<file path="config.mk">
export PLATFORM = sky130hd
export DESIGN_NAME = fuse_row_reader
export DESIGN_NICKNAME = d
export VERILOG_FILES = /design/src/rtl/fuse_rd_pkg.sv /design/src/rtl/fuse_rd_decode.sv /design/src/rtl/fuse_rd_seq.sv /design/src/rtl/fuse_row_reader.sv
export SDC_FILE = /design/constraint.sdc
export NUM_CORES = 1
export LEC_CHECK = 0
export ABC_AREA = 1
export BUFFER_PORTS_ARGS = -buffer_cell sky130_fd_sc_hd__buf_4
export CORE_ASPECT_RATIO = 0.6
export CORE_MARGIN = 2
export CORE_UTILIZATION = 33
export DETAILED_ROUTE_END_ITERATION = 8
export HOLD_SLACK_MARGIN = 0.08
export SLEW_MARGIN = 15
export SYNTH_ARGS = -nofsm -noshare
export SYNTH_HDL_FRONTEND = slang
export SYNTH_HIERARCHICAL = 1
export SYNTH_SLANG_ARGS = --single-unit
</file>
<file path="constraint.sdc">
create_clock -name clk -period 1.4 [get_ports clk]
set_input_delay 0.28 -clock clk [delete_from_list [all_inputs] [get_ports clk]]
set_output_delay 0.28 -clock clk [all_outputs]
set_load 0.01 [all_outputs]
</file>
<file path="src/rtl/fuse_rd_pkg.sv">
package fuse_rd_pkg;

    // Request sequencer phases
    typedef enum logic [1:0] {
        ST_IDLE  = 2'd0,
        ST_ISSUE = 2'd1,
        ST_WAIT  = 2'd2
    } seq_state_e;

endpackage

</file>
<file path="src/rtl/fuse_rd_decode.sv">
// Splits the address word into page and row and flags the protected window.
module fuse_rd_decode #(
    parameter int ADDR_W    = 32,
    parameter int ROW_LSB   = 5,
    parameter int ROW_W     = 8,
    parameter int PAGE_W    = 4,
    parameter int BLK_PAGE  = 0,
    parameter int BLK_FIRST = 12,
    parameter int BLK_LAST  = 35
) (
    input  logic [ADDR_W-1:0] addr,
    output logic [PAGE_W-1:0] page,
    output logic [ROW_W-1:0]  row,
    output logic              blocked
);
    localparam int PAGE_LSB = ROW_LSB + ROW_W;
    localparam int TOP_LSB  = PAGE_LSB + PAGE_W;

    logic unused_addr_bits;

    always_comb begin
        row     = addr[ROW_LSB +: ROW_W];
        page    = addr[PAGE_LSB +: PAGE_W];
        blocked = (page == PAGE_W'(BLK_PAGE))
               && (row >= ROW_W'(BLK_FIRST))
               && (row <= ROW_W'(BLK_LAST));
        unused_addr_bits = ^{addr[ROW_LSB-1:0], addr[ADDR_W-1:TOP_LSB]};
    end

endmodule

</file>
<file path="src/rtl/fuse_rd_seq.sv">
// Accept / issue / wait sequencer; capture fires FUSE_LAT edges after issue.
module fuse_rd_seq
    import fuse_rd_pkg::*;
#(
    parameter int FUSE_LAT = 2
) (
    input  logic clk,
    input  logic rst_n,
    input  logic start,
    output logic accept,
    output logic issue,
    output logic capture,
    output logic busy
);
    localparam int CNT_W = $clog2(FUSE_LAT + 1);

    typedef struct packed {
        seq_state_e       st;
        logic [CNT_W-1:0] cnt;
    } seq_regs_t;

    seq_regs_t seq_d, seq_q;

    always_comb begin
        seq_d   = seq_q;
        accept  = 1'b0;
        capture = 1'b0;
        case (seq_q.st)
            ST_IDLE: begin
                if (start) begin
                    accept    = 1'b1;
                    seq_d.st  = ST_ISSUE;
                    seq_d.cnt = '0;
                end
            end
            ST_ISSUE: begin
                seq_d.st  = ST_WAIT;
                seq_d.cnt = CNT_W'(1);
            end
            ST_WAIT: begin
                if (seq_q.cnt == CNT_W'(FUSE_LAT)) begin
                    capture   = 1'b1;
                    seq_d.st  = ST_IDLE;
                    seq_d.cnt = '0;
                end else begin
                    seq_d.cnt = CNT_W'(seq_q.cnt + 1'b1);
                end
            end
            default: begin
                seq_d.st  = ST_IDLE;
                seq_d.cnt = '0;
            end
        endcase
        issue = (seq_q.st == ST_ISSUE);
        busy  = (seq_q.st != ST_IDLE);
    end

    always_ff @(posedge clk or negedge rst_n) begin
        if (!rst_n) begin
            seq_q <= '{st: ST_IDLE, cnt: '0};
        end else begin
            seq_q <= seq_d;
        end
    end

endmodule

</file>
<file path="src/rtl/fuse_row_reader.sv">
// Fuse row reader: one row per address write, protected window reads as zero.
module fuse_row_reader #(
    parameter int ADDR_W    = 32,
    parameter int DATA_W    = 32,
    parameter int ROW_LSB   = 5,
    parameter int ROW_W     = 8,
    parameter int PAGE_W    = 4,
    parameter int BLK_PAGE  = 0,
    parameter int BLK_FIRST = 12,
    parameter int BLK_LAST  = 35,
    parameter int FUSE_LAT  = 2
) (
    input  logic              clk,
    input  logic              rst_n,
    input  logic              rd_addr_we,
    input  logic [ADDR_W-1:0] rd_addr_wdata,
    input  logic              err_clr,
    input  logic [DATA_W-1:0] fuse_rd_data,
    output logic              fuse_rd_en,
    output logic [PAGE_W-1:0] fuse_rd_page,
    output logic [ROW_W-1:0]  fuse_rd_row,
    output logic [DATA_W-1:0] rd_data,
    output logic              rd_done,
    output logic              rd_err,
    output logic              busy
);

    typedef struct packed {
        logic [PAGE_W-1:0] page;
        logic [ROW_W-1:0]  row;
        logic              blk;
        logic [DATA_W-1:0] data;
        logic              done;
        logic              err;
    } rd_regs_t;

    rd_regs_t rd_d, rd_q;

    logic [PAGE_W-1:0] dec_page;
    logic [ROW_W-1:0]  dec_row;
    logic              dec_blocked;
    logic              seq_accept;
    logic              seq_issue;
    logic              seq_capture;
    logic              seq_busy;

    fuse_rd_decode #(
        .ADDR_W    (ADDR_W),
        .ROW_LSB   (ROW_LSB),
        .ROW_W     (ROW_W),
        .PAGE_W    (PAGE_W),
        .BLK_PAGE  (BLK_PAGE),
        .BLK_FIRST (BLK_FIRST),
        .BLK_LAST  (BLK_LAST)
    ) i_decode (
        .addr    (rd_addr_wdata),
        .page    (dec_page),
        .row     (dec_row),
        .blocked (dec_blocked)
    );

    fuse_rd_seq #(
        .FUSE_LAT (FUSE_LAT)
    ) i_seq (
        .clk     (clk),
        .rst_n   (rst_n),
        .start   (rd_addr_we),
        .accept  (seq_accept),
        .issue   (seq_issue),
        .capture (seq_capture),
        .busy    (seq_busy)
    );

    always_comb begin
        rd_d      = rd_q;
        rd_d.done = seq_capture;
        if (seq_accept) begin
            rd_d.page = dec_page;
            rd_d.row  = dec_row;
            rd_d.blk  = dec_blocked;
        end
        if (seq_capture) begin
            rd_d.data = rd_q.blk ? '0 : fuse_rd_data;
        end
        // a protected completion wins over a clear in the same cycle
        rd_d.err = (rd_q.err && !err_clr) || (seq_capture && rd_q.blk);
    end

    always_ff @(posedge clk or negedge rst_n) begin
        if (!rst_n) begin
            rd_q <= '0;
        end else begin
            rd_q <= rd_d;
        end
    end

    assign fuse_rd_en   = seq_issue && !rd_q.blk;
    assign fuse_rd_page = rd_q.page;
    assign fuse_rd_row  = rd_q.row;
    assign rd_data      = rd_q.data;
    assign rd_done      = rd_q.done;
    assign rd_err       = rd_q.err;
    assign busy         = seq_busy;

endmodule

</file>
# Word-level counts from Yosys, hierarchy flattened
# Index checks and enable logic that the tools add are counted.
[totals]
out_inout_bits = 48
in_bits = 68
ff_bits = 51
word_cells = 37
[op_classes]
eq_ne = 5
n_lt_le_gt_ge = 2
n_reduce_logical = 12
addsub = 1
mux = 9
[op_table]
columns = ["op", "count"]
rows = [
  ["32-bit 2-to-1 mux", 1],
  ["4-bit one-hot mux with 3 select lines", 1],
  ["8-bit by 4-bit >= comparator with 1-bit output, second input constant", 1],
  ["8-bit by 6-bit <= comparator with 1-bit output, second input constant", 1],
  ["1-bit logical AND", 5],
  ["2-bit equality test, second input constant", 2],
  ["4-bit logical NOT", 1],
  ["1-bit 2-to-1 mux", 4],
  ["2-bit 2-to-1 mux", 2],
  ["4-bit 2-to-1 mux", 1],
  ["2-bit by 1-bit adder with 2-bit output, second input constant", 1],
  ["2-bit by 1-bit equality test with 1-bit output, second input constant", 1],
  ["1-bit logical NOT", 2],
  ["2-bit logical NOT", 1],
  ["2-bit by 1-bit inequality test with 1-bit output, second input constant", 1],
  ["2-bit inequality test, second input constant", 1],
  ["2-bit AND reduction", 1],
  ["2-bit nonzero test", 1],
  ["1-bit logical OR", 1],
]

# Logic depth before layout (Yosys ltp)
# Gate-level depths: netlist of the first run.
[depth]
depth_word = 5
depth_mapped = 8
ltp_nobuf = 7

# By module
# The synthesis of the first run kept the hierarchy.
[modules_own_cells]
columns = ["mod", "area_each_um2", "seq_area_each_um2", "n_inst", "cells_per_inst"]
rows = [
  ["fuse_row_reader", 2197.1, 1176.1, 1, 244],
  ["fuse_rd_seq", 195.2, 100.1, 1, 26],
  ["fuse_rd_decode", 145.1, 0.0, 1, 25],
]

# Worst setup path after synthesis of the first run
# Ideal clock, no wire load.
[synth_path]
path_kind = "reg-to-reg"
start = "register i_seq/seq_q[2] in the netlist's numbering"
end = "register rd_q (netlist bit fuse_rd_page[0])"
arrival_ns = 1.172
slack_ns = 0.102
stages_incl_launch_ff = 6
t_required_ns = 1.274
synth_period_minus_slack_ns = 1.298
path_buffers = 1
setup_time_ns = 0.126
path_cell_list = "dfrtp_1 nor2_2 inv_2 nor2_1 buf_6 o21ai_0"
[synth_via]
elab_chain_cells = 2
[synth_rtl]
columns = ["element", "line", "rtl"]
rows = [
  ["from (decl)", "fuse_rd_seq.sv:22", "seq_regs_t seq_d, seq_q;"],
  ["from (signal assigned)", "fuse_rd_seq.sv:60", "seq_q <= '{st: ST_IDLE, cnt: '0};"],
  ["from (signal assigned)", "fuse_rd_seq.sv:62", "seq_q <= seq_d;"],
  ["2-bit logical NOT", "fuse_rd_seq.sv:28", "case (seq_q.st)"],
  ["1-bit 2-to-1 mux", "fuse_rd_seq.sv:28", ""],
  ["named net seq_accept", "fuse_row_reader.sv:42", "logic seq_accept;"],
  ["to (signal assigned)", "fuse_row_reader.sv:93", "rd_q <= rd_d;"],
  ["to (decl)", "fuse_row_reader.sv:37", "rd_regs_t rd_d, rd_q;"],
]
# The timed path passes the listed nets, and every way through them passes these cells.
# A chain may end at the register's enable or synchronous reset.

# Worst setup path after layout of the first run
[layout_path]
start = "register i_seq/seq_q[3] in the netlist's numbering"
end = "output port fuse_rd_en"
[layout_via]
elab_chain_cells = 2
[layout_rtl]
columns = ["element", "line", "rtl"]
rows = [
  ["2-bit by 1-bit equality test with 1-bit output", "fuse_rd_seq.sv:54", "issue = (seq_q.st == ST_ISSUE);"],
  ["named net seq_issue", "fuse_row_reader.sv:43", "logic seq_issue;"],
  ["1-bit logical AND", "fuse_row_reader.sv:97", "assign fuse_rd_en = seq_issue && !rd_q.blk;"],
  ["to (decl)", "fuse_row_reader.sv:19", "output logic fuse_rd_en,"],
]
# The timed path passes the listed nets, and every way through them passes these cells.

==> results of run 1 <==
## Yosys cell counts
| cell | count |
|---|---|
| buf_2 | 3 |
| buf_4 | 60 |
| buf_6 | 5 |
| dfrtp_1 | 51 |
| inv_1 | 20 |
| inv_2 | 2 |
| inv_4 | 1 |
| nand2_1 | 86 |
| nand3_1 | 36 |
| nor2_1 | 10 |
| nor2_2 | 3 |
| nor3_1 | 2 |
| o21ai_0 | 13 |
| o21ai_1 | 2 |
| or2_0 | 1 |
## how the worst min path moves through the flow
stage	startpoint	endpoint	slack, ps	cells after the start
floorplan	rst_n	fuse_rd_page[0]	-20	0
global placement	rst_n	rd_data[3]	280	2
global route	err_clr	rd_err	200	2
CTS	err_clr	rd_err	190	2
detailed placement	rst_n	rd_data[6]	280	2
finish	err_clr	rd_err	190	2
## power breakdown
part | internal [mW] | total [mW] | switching (mW)
Clock | 0.661 | 1.15 | 0.492
Sequential | 2.18 | 2.60 | 0.427
Combinational | 1.38 | 2.65 | 1.28
Total | 4.21 | 6.41 | 2.20
## placed cells by master, fill, tap and decap left out, drive strengths merged
master	count
dlygate4sd3	1
clkinv	1
o21ai	15
nand3	36
dfrtp	51
buf	104
nand2	86
inv	23
nor2	13
or2	1
clkbuf	7
nor3	2
## per-layer routing
metal / vias to the layer above / part of all wire / global-route usage
li1: 943 / - / -
met1: 853 / 0.48 / 0.1717
met2: 69 / 0.42 / 0.1909
met3: 2 / 0.093 / 0.04595
met4: 0 / 0.0021 / 0.02353
met5: - / 0 / 0
## logic make-up (layout without fill, tap and decap cells)
family / count (synthesis) / after routing / synth area share
flip-flops: 51 / 51 / 0.5030
AND/OR/NAND/NOR: 138 / 138 / 0.2268
AO/OA/AOI/OAI: 15 / 15 / 0.02959
buffers and inverters: 91 / 136 / 0.2406
## flip-flops by register name, indices dropped and copies added (netlist names)
name and cells:
fuse_rd_row 8, rd_done 1, rd_err 1, rd_q 1
rd_data 32, fuse_rd_page 4, i_seq/seq_q 4
## through the flow
step,power (mW),instances,hold slack (ps),area (um^2),utilization
CTS,6.466,442,188.2,3104,0.4219
global placement,5.159,432,281.4,2947,0.4005
finish,6.412,444,194.9,3132,0.4257
global route,6.935,444,201.6,3132,0.4257
detailed placement,5.240,432,281.8,2947,0.4005
floorplan,4.685,295,-15.59,2537,-
## final cells by class
type	instances	area, um^2	share of cell area
multi-input cells	153	660.6	0.2109
clock inverters	1	5.005	0.001598
inverters	23	91.34	0.02917
clock buffers	7	132.6	0.04235
flip-flops and latches	51	1276	0.4075
well taps	104	130.1	0.04155
repair buffers	105	835.8	0.2669
## repair_timing
item | in CTS | in global routing
setup buffers | 1 | 2
resized for setup | 2 | 6
pin swaps | 0 | 2
endpoints found under the setup margin | 1 | 8
hold buffers | 1 | 0
hold endpoints to repair | 51 | 0
==> flow_summary.yaml, run 1 <==
setup_path:
  cp-end-kind: "primary output"
  crit_path_frequent_cell: "inv_2"
  worstPathCellList: "inv_2 -> nand2_2 -> inv_2 -> inv_2 -> nor2_2 -> buf_4"
  max_stage_delay_ps: 410
  arrival_ps: 1100
  critical-path-top-delay-family: "flip-flops"
  r2r_cells: 7
  crit_end: "fuse_rd_en"
  crit-reg2reg-capture: "rd_data[25]"
  cp_slowest_cell: "dfrtp_1"
  cp_num_cells: 6
  ff2ff_setup_slack_ps: 100
  worstReg2RegStart: "i_seq/seq_q[2]"
  start_kind: "flip-flop"
  crit_start: "i_seq/seq_q[3]"
  worstSetupPathType: "reg -> out"
  worstPathRequired_ps: 1120
  crit_path_max_fanout: 3
  path_buf_inv: 4
logic_synthesis:
  yosysSeqAreaShare: 0.5030
  synth_cell_types: 15
  syn-num-nets: 363
  synth_top_area_frac: 0.5030
  synth.avg_cell_area_um2: 8.601
  syn-cell-area_um2: 2537
  synth_warnings: 6
  synth_cells: 295
  synth_top_area_cell: "dfrtp_1"
  synthTopCellsByArea: "dfrtp_1 (50%), buf_4 (18%), nand2_1 (13%)"
  ys_seq_elements: 51
power_and_ir_drop:
  max-vdd-ir-drop_uv: 855.6
  power_density_nw_per_um2: 2047
  power.leakage_nw: 1.648
outcome:
  outcome: "finished clean"
floorplanning:
  dieArea_um2: 8429
  floorplan.rows: 24
  core_region_area_um2: 7357
  initial_utilization: 0.3449
  dieHeight_um: 71.92
  ioPinCount: 116
  die_x_um: 117.2
placed_design:
  hpwlAfterDp_mm: 3.716
  pre_cts_slack_ps: 114.3
  port-buffer-count: 95
  gp_congestion: 0.7240
layout:
  nNetsFinal: 407
  n_fill_cell: 765
  drive_above_1_share: 0.3588
  insertedDiodeCount: 0
  areaGrowthSynthToFinish_pct: 23.42
clocking:
  clk_pin_slew_worst_paths_ps: 60
  cts_buffers: 5
  root_buffer: "clkbuf_16"
  cts_tree: "yes"
  clk_latency_ps: 280
  numClockSinks: 51
  htree_num_levels: 2
  cts_buffer_depth: 2
routing:
  vias_per_cell: 4.205
  wl_per_cell_um: 11.75
  drt_iter0_markers: 79
  drtPass1Iterations: 4
  vias: 1867
  drcViolationCount: 0
  routed_wl_mm: 5.215
  ant_nets: 0
global_routing:
  grt_usage: 0.1244
  antenna_found_initial: 0
  overflow: 0
  grt_pass1_vias: 1741
  grt_max_degree: 52
  grt_pass1_wl_mm: 8.176
sta:
  min_period_over_period: 0.9885
  slew_viol_final: 0
  setup_violations: 0
  max_freq_mhz: 722.6
  rsz0062_at_grt: "true"
  fin_setup_tns_ps: 0
  slew-limit-headroom: 0.8017
  finalCriticalPeriod_ps: 1384
  worst_pin_slew_ps: 297.0
  hold_viol_final: 0
  fin_ws_ps: 16.05
  finalClockSkew_ps: 2.346
hold_path:
  hold_path.class: "in -> reg"
flow_run:
  drv_cap: 0
Power figures use the tool's default switching activity.
==> inputs of run 2 (changes only) <==
clock period = 1.6 ns   (was 1.4 ns; I/O delays follow)
==> flow_summary.yaml, run 2 (synthesis gave the netlist of run 1 again) <==
outcome:
  outcome: "finished clean"
floorplanning:
  initial_utilization: 0.3449
  dieArea_um2: 8429
  ioPinCount: 116
  dieHeight_um: 71.92
  die_x_um: 117.2
  core_region_area_um2: 7357
  floorplan.rows: 24
layout:
  final_common_cell: "buf_4"
  regArea_um2: 1276
  insertedDiodeCount: 0
  drive_above_1_share: 0.3393
  areaGrowthSynthToFinish_pct: 21.10
  n_fill_cell: 755
  final_cell_mix: "buf_4 (97), nand2_1 (86), dfrtp_1 (51)"
  nNetsFinal: 400
  largest_register_ffs: 32
  multi_input_area_um2: 655.6
setup_path:
  crit_path_frequent_cell: "inv_1"
  critical-path-top-delay-family: "flip-flops"
  start_kind: "flip-flop"
  arrival_ps: 1170
  cp_slowest_cell: "dfrtp_1"
  cp-end-kind: "primary output"
  worstPathRequired_ps: 1280
  ff2ff_setup_slack_ps: 230
  max_stage_delay_ps: 410
  worstSetupPathType: "reg -> out"
  worstPathCellList: "inv_1 -> nand2_1 -> inv_1 -> inv_1 -> nor2_1 -> buf_4"
  path_buf_inv: 4
  crit_path_max_fanout: 3
routing:
  ant_nets: 0
  wl_per_cell_um: 11.57
  drcViolationCount: 0
  drt_iter0_markers: 106
  drtPass1Iterations: 4
  vias_per_cell: 4.188
  vias: 1830
  routed_wl_mm: 5.057
sta:
  rsz0062_at_grt: "false"
  finalCriticalPeriod_ps: 1490
  worst_pin_slew_ps: 644.7
  min_period_over_period: 0.9315
  fin_setup_tns_ps: 0
  hold_viol_final: 0
  slew_viol_final: 0
  setup_violations: 0
  max_freq_mhz: 671.0
  slew-limit-headroom: 0.5702
  fin_hold_ws_ps: 61.04
  finalClockSkew_ps: 5.191
clocking:
  cts_buffer_depth: 2
  root_buffer: "clkbuf_16"
  cts_buffers: 5
  numClockSinks: 51
  cts_setup_buffers: 0
  clk_latency_ps: 280
  hold_buffers: 0
  clk_pin_slew_worst_paths_ps: 70
  cts_tree: "yes"
  cts-resized-gates: 0
  htree_num_levels: 2
global_routing:
  grt_pass1_wl_mm: 8.211
  antenna_found_initial: 0
  grt_usage: 0.1231
  grt_max_degree: 52
  grt_pass1_vias: 1728
  overflow: 0
power_and_ir_drop:
  power_mw: 5.688
  power_density_nw_per_um2: 1851
  power.leakage_nw: 1.623
  max-vdd-ir-drop_uv: 932.6
placed_design:
  port-buffer-count: 95
  hpwlAfterDp_mm: 3.550
  gp_congestion: 0.6921
hold_path:
  hold_path.class: "in -> async"
flow_run:
  drv_cap: 0
[run 2: through the flow]
stage | cells | utilization | instance area (um^2) | setup WS [ps]
global placement | 429 | 0.3940 | 2899 | 248.4
CTS | 437 | 0.4177 | 3073 | 103.4
detailed placement | 429 | 0.3940 | 2899 | 235.9
floorplan | 295 | - | 2537 | 302.0
global route | 437 | 0.4177 | 3073 | 17.58
finish | 437 | 0.4177 | 3073 | 109.6
[run 2: worst reg2reg max path: stages (launching register included)]
cell and delay (ps):
dfrtp_1 420, inv_1 70, nand2_1 70, nor3_2 220
buf_12 180, inv_4 130, nand2_1 110, nand2_1 60
[run 2: area by class of cell]
| class | count | area share |
|---|---|---|
| Tap cell | 104 | 0.04235 |
| Sequential cell | 51 | 0.4153 |
| Clock inverter | 2 | 0.01140 |
| Multi-Input combinational cell | 153 | 0.2134 |
| Timing Repair Buffer | 98 | 0.2435 |
| Inverter | 23 | 0.02891 |
| Clock buffer | 6 | 0.04520 |
[run 2: path summary, 6_finish.rpt]
| path | startpoint | depth (start not counted) | to |
|---|---|---|---|
| max | i_seq/seq_q[3] | 6 | fuse_rd_en |
| min | rst_n | 1 | rd_data[3] |
| max reg2reg | i_seq/seq_q[2] | 7 | rd_data[5] |
| min reg2reg | rd_data[19] | 2 | rd_data[19] |
| max in group asynchronous | rst_n | 1 | fuse_rd_row[1] |
| min in group clk | err_clr | 2 | rd_err |
[run 2: where the power goes]
part           internal, mW  leakage, nW  total, mW  switching [mW]
Sequential             1.90        0.615       2.27           0.363
Clock                 0.777       0.0868       1.22           0.439
Combinational          1.12        0.921       2.20            1.08
[run 2: per-layer routing]
| metal | global-route usage | part of all wire | vias up | routed length [um] |
|---|---|---|---|---|
| li1 | - | - | 925 | - |
| met1 | 0.1778 | 0.49 | 829 | 2477 |
| met2 | 0.1852 | 0.42 | 74 | 2104 |
| met3 | 0.04010 | 0.093 | 2 | 469 |
| met4 | 0.01961 | 0.00079 | 0 | 4 |
| met5 | 0 | 0 | - | 0 |
==> inputs of run 3 (changes only) <==
CTS_CLUSTER_SIZE = 16   (was not set)
RECOVER_POWER = 100   (was not set)
==> flow_summary.yaml, run 3 (synthesis gave the netlist of run 1 again) <==
setup_path:
  crit_path_max_fanout: 3
  start_kind: "flip-flop"
  crit_path_frequent_cell: "inv_1"
  cp_slowest_cell: "dfrtp_1"
  max_stage_delay_ps: 400
  arrival_ps: 1160
  worstPathCellList: "inv_1 -> nand2_1 -> inv_1 -> inv_1 -> nor2_1 -> buf_4"
  worstSetupPathType: "reg -> out"
  worstPathRequired_ps: 1280
  cp-end-kind: "primary output"
routing:
  vias: 1831
  vias_per_cell: 4.190
  drcViolationCount: 0
  routed_wl_mm: 5.071
  wl_per_cell_um: 11.60
  ant_nets: 0
  drtPass1Iterations: 4
  drt_iter0_markers: 131
global_routing:
  overflow: 0
  grt_pass1_vias: 1728
  grt_pass1_wl_mm: 8.211
  grt_usage: 0.1231
  antenna_found_initial: 0
  grt_max_degree: 52
layout:
  final_common_cell: "nand2_1"
  insertedDiodeCount: 0
  multi_input_area_um2: 653.1
  nNetsFinal: 400
  areaGrowthSynthToFinish_pct: 13.95
  regArea_um2: 1276
  drive_above_1_share: 0.1952
  final_cell_mix: "nand2_1 (86), dfrtp_1 (51), buf_4 (48)"
  n_fill_cell: 797
  largest_register_ffs: 32
sta:
  min_period_over_period: 0.9247
  finalClockSkew_ps: 5.092
  max_freq_mhz: 675.9
  finalCriticalPeriod_ps: 1479
  hold_viol_final: 0
  slew-limit-headroom: 0.1594
  fin_setup_tns_ps: 0
  slew_viol_final: 0
  setup_violations: 0
  rsz0062_at_grt: "false"
  worst_pin_slew_ps: 1261
  fin_hold_ws_ps: 234.3
floorplanning:
  die_x_um: 117.2
  dieHeight_um: 71.92
  dieArea_um2: 8429
  ioPinCount: 116
  floorplan.rows: 24
  initial_utilization: 0.3449
  core_region_area_um2: 7357
clocking:
  cts_buffers: 5
  cts-resized-gates: 0
  cts_tree: "yes"
  numClockSinks: 51
  hold_buffers: 0
  cts_setup_buffers: 0
  clk_latency_ps: 280
  root_buffer: "clkbuf_16"
  cts_buffer_depth: 2
  clk_pin_slew_worst_paths_ps: 70
  htree_num_levels: 2
power_and_ir_drop:
  power_density_nw_per_um2: 1802
  max-vdd-ir-drop_uv: 777.1
  power.leakage_nw: 1.448
hold_path:
  hold_path.class: "in -> reg"
placed_design:
  gp_congestion: 0.6921
  hpwlAfterDp_mm: 3.550
  port-buffer-count: 95
flow_run:
  drv_cap: 0
outcome:
  outcome: "finished clean"
==> run 3: path summary, 6_finish.rpt <==
kind / cells after the start / startpoint / to / slack (ps)
worst max-delay path: 6 / i_seq/seq_q[3] / fuse_rd_en / 120
worst min-delay path: 2 / err_clr / rd_err / 230
worst max register to register: 7 / i_seq/seq_q[2] / rd_data[5] / 250
worst min register to register: 2 / rd_data[2] / rd_data[2] / 480
max in group asynchronous: 1 / rst_n / fuse_rd_row[1] / 530
min in group asynchronous: 1 / rst_n / rd_data[3] / 300
==> run 3: area by class of cell <==
type / count / share of cell area
sequential: 51 / 0.4414
clock inverter: 2 / 0.01212
inverter: 23 / 0.03072
timing repair buffer: 98 / 0.1969
multi-input combinational: 153 / 0.2259
clock buffer: 6 / 0.04803
tap: 104 / 0.04500
==> run 3: metrics by stage <==
stage	instance area, um^2	power, mW	std cells	setup slack [ps]	utilization
after floorplan	2537	4.100	295	302.0	-
after CTS	3073	5.780	437	103.4	0.4177
after global placement	2899	4.483	429	248.4	0.3940
final	2892	5.210	437	120.5	0.3930
after global routing	2892	5.665	437	30.99	0.3930
after detailed placement	2899	4.525	429	235.9	0.3940
==> run 3: layer usage <==
metal,GRT usage,wire [um],vias to the layer above
li1,-,-,926
met1,0.1778,2516,833
met2,0.1852,2061,70
met3,0.04010,488,2
met4,0.01961,4,0
met5,0,0,-
==> run 3: critical path, delay by kind of cell, from the launching register on <==
kind | cells | cell delay, ps
DFF | 1 | 400
buffers and inverters | 4 | 300
and+or+nand+nor | 2 | 170
==> run 3: where the power goes <==
| part | switching, mW | internal, mW |
|---|---|---|
| Combinational | 1.08 | 0.658 |
| Clock | 0.440 | 0.777 |
| Sequential | 0.346 | 1.90 |
| Total | 1.87 | 3.34 |
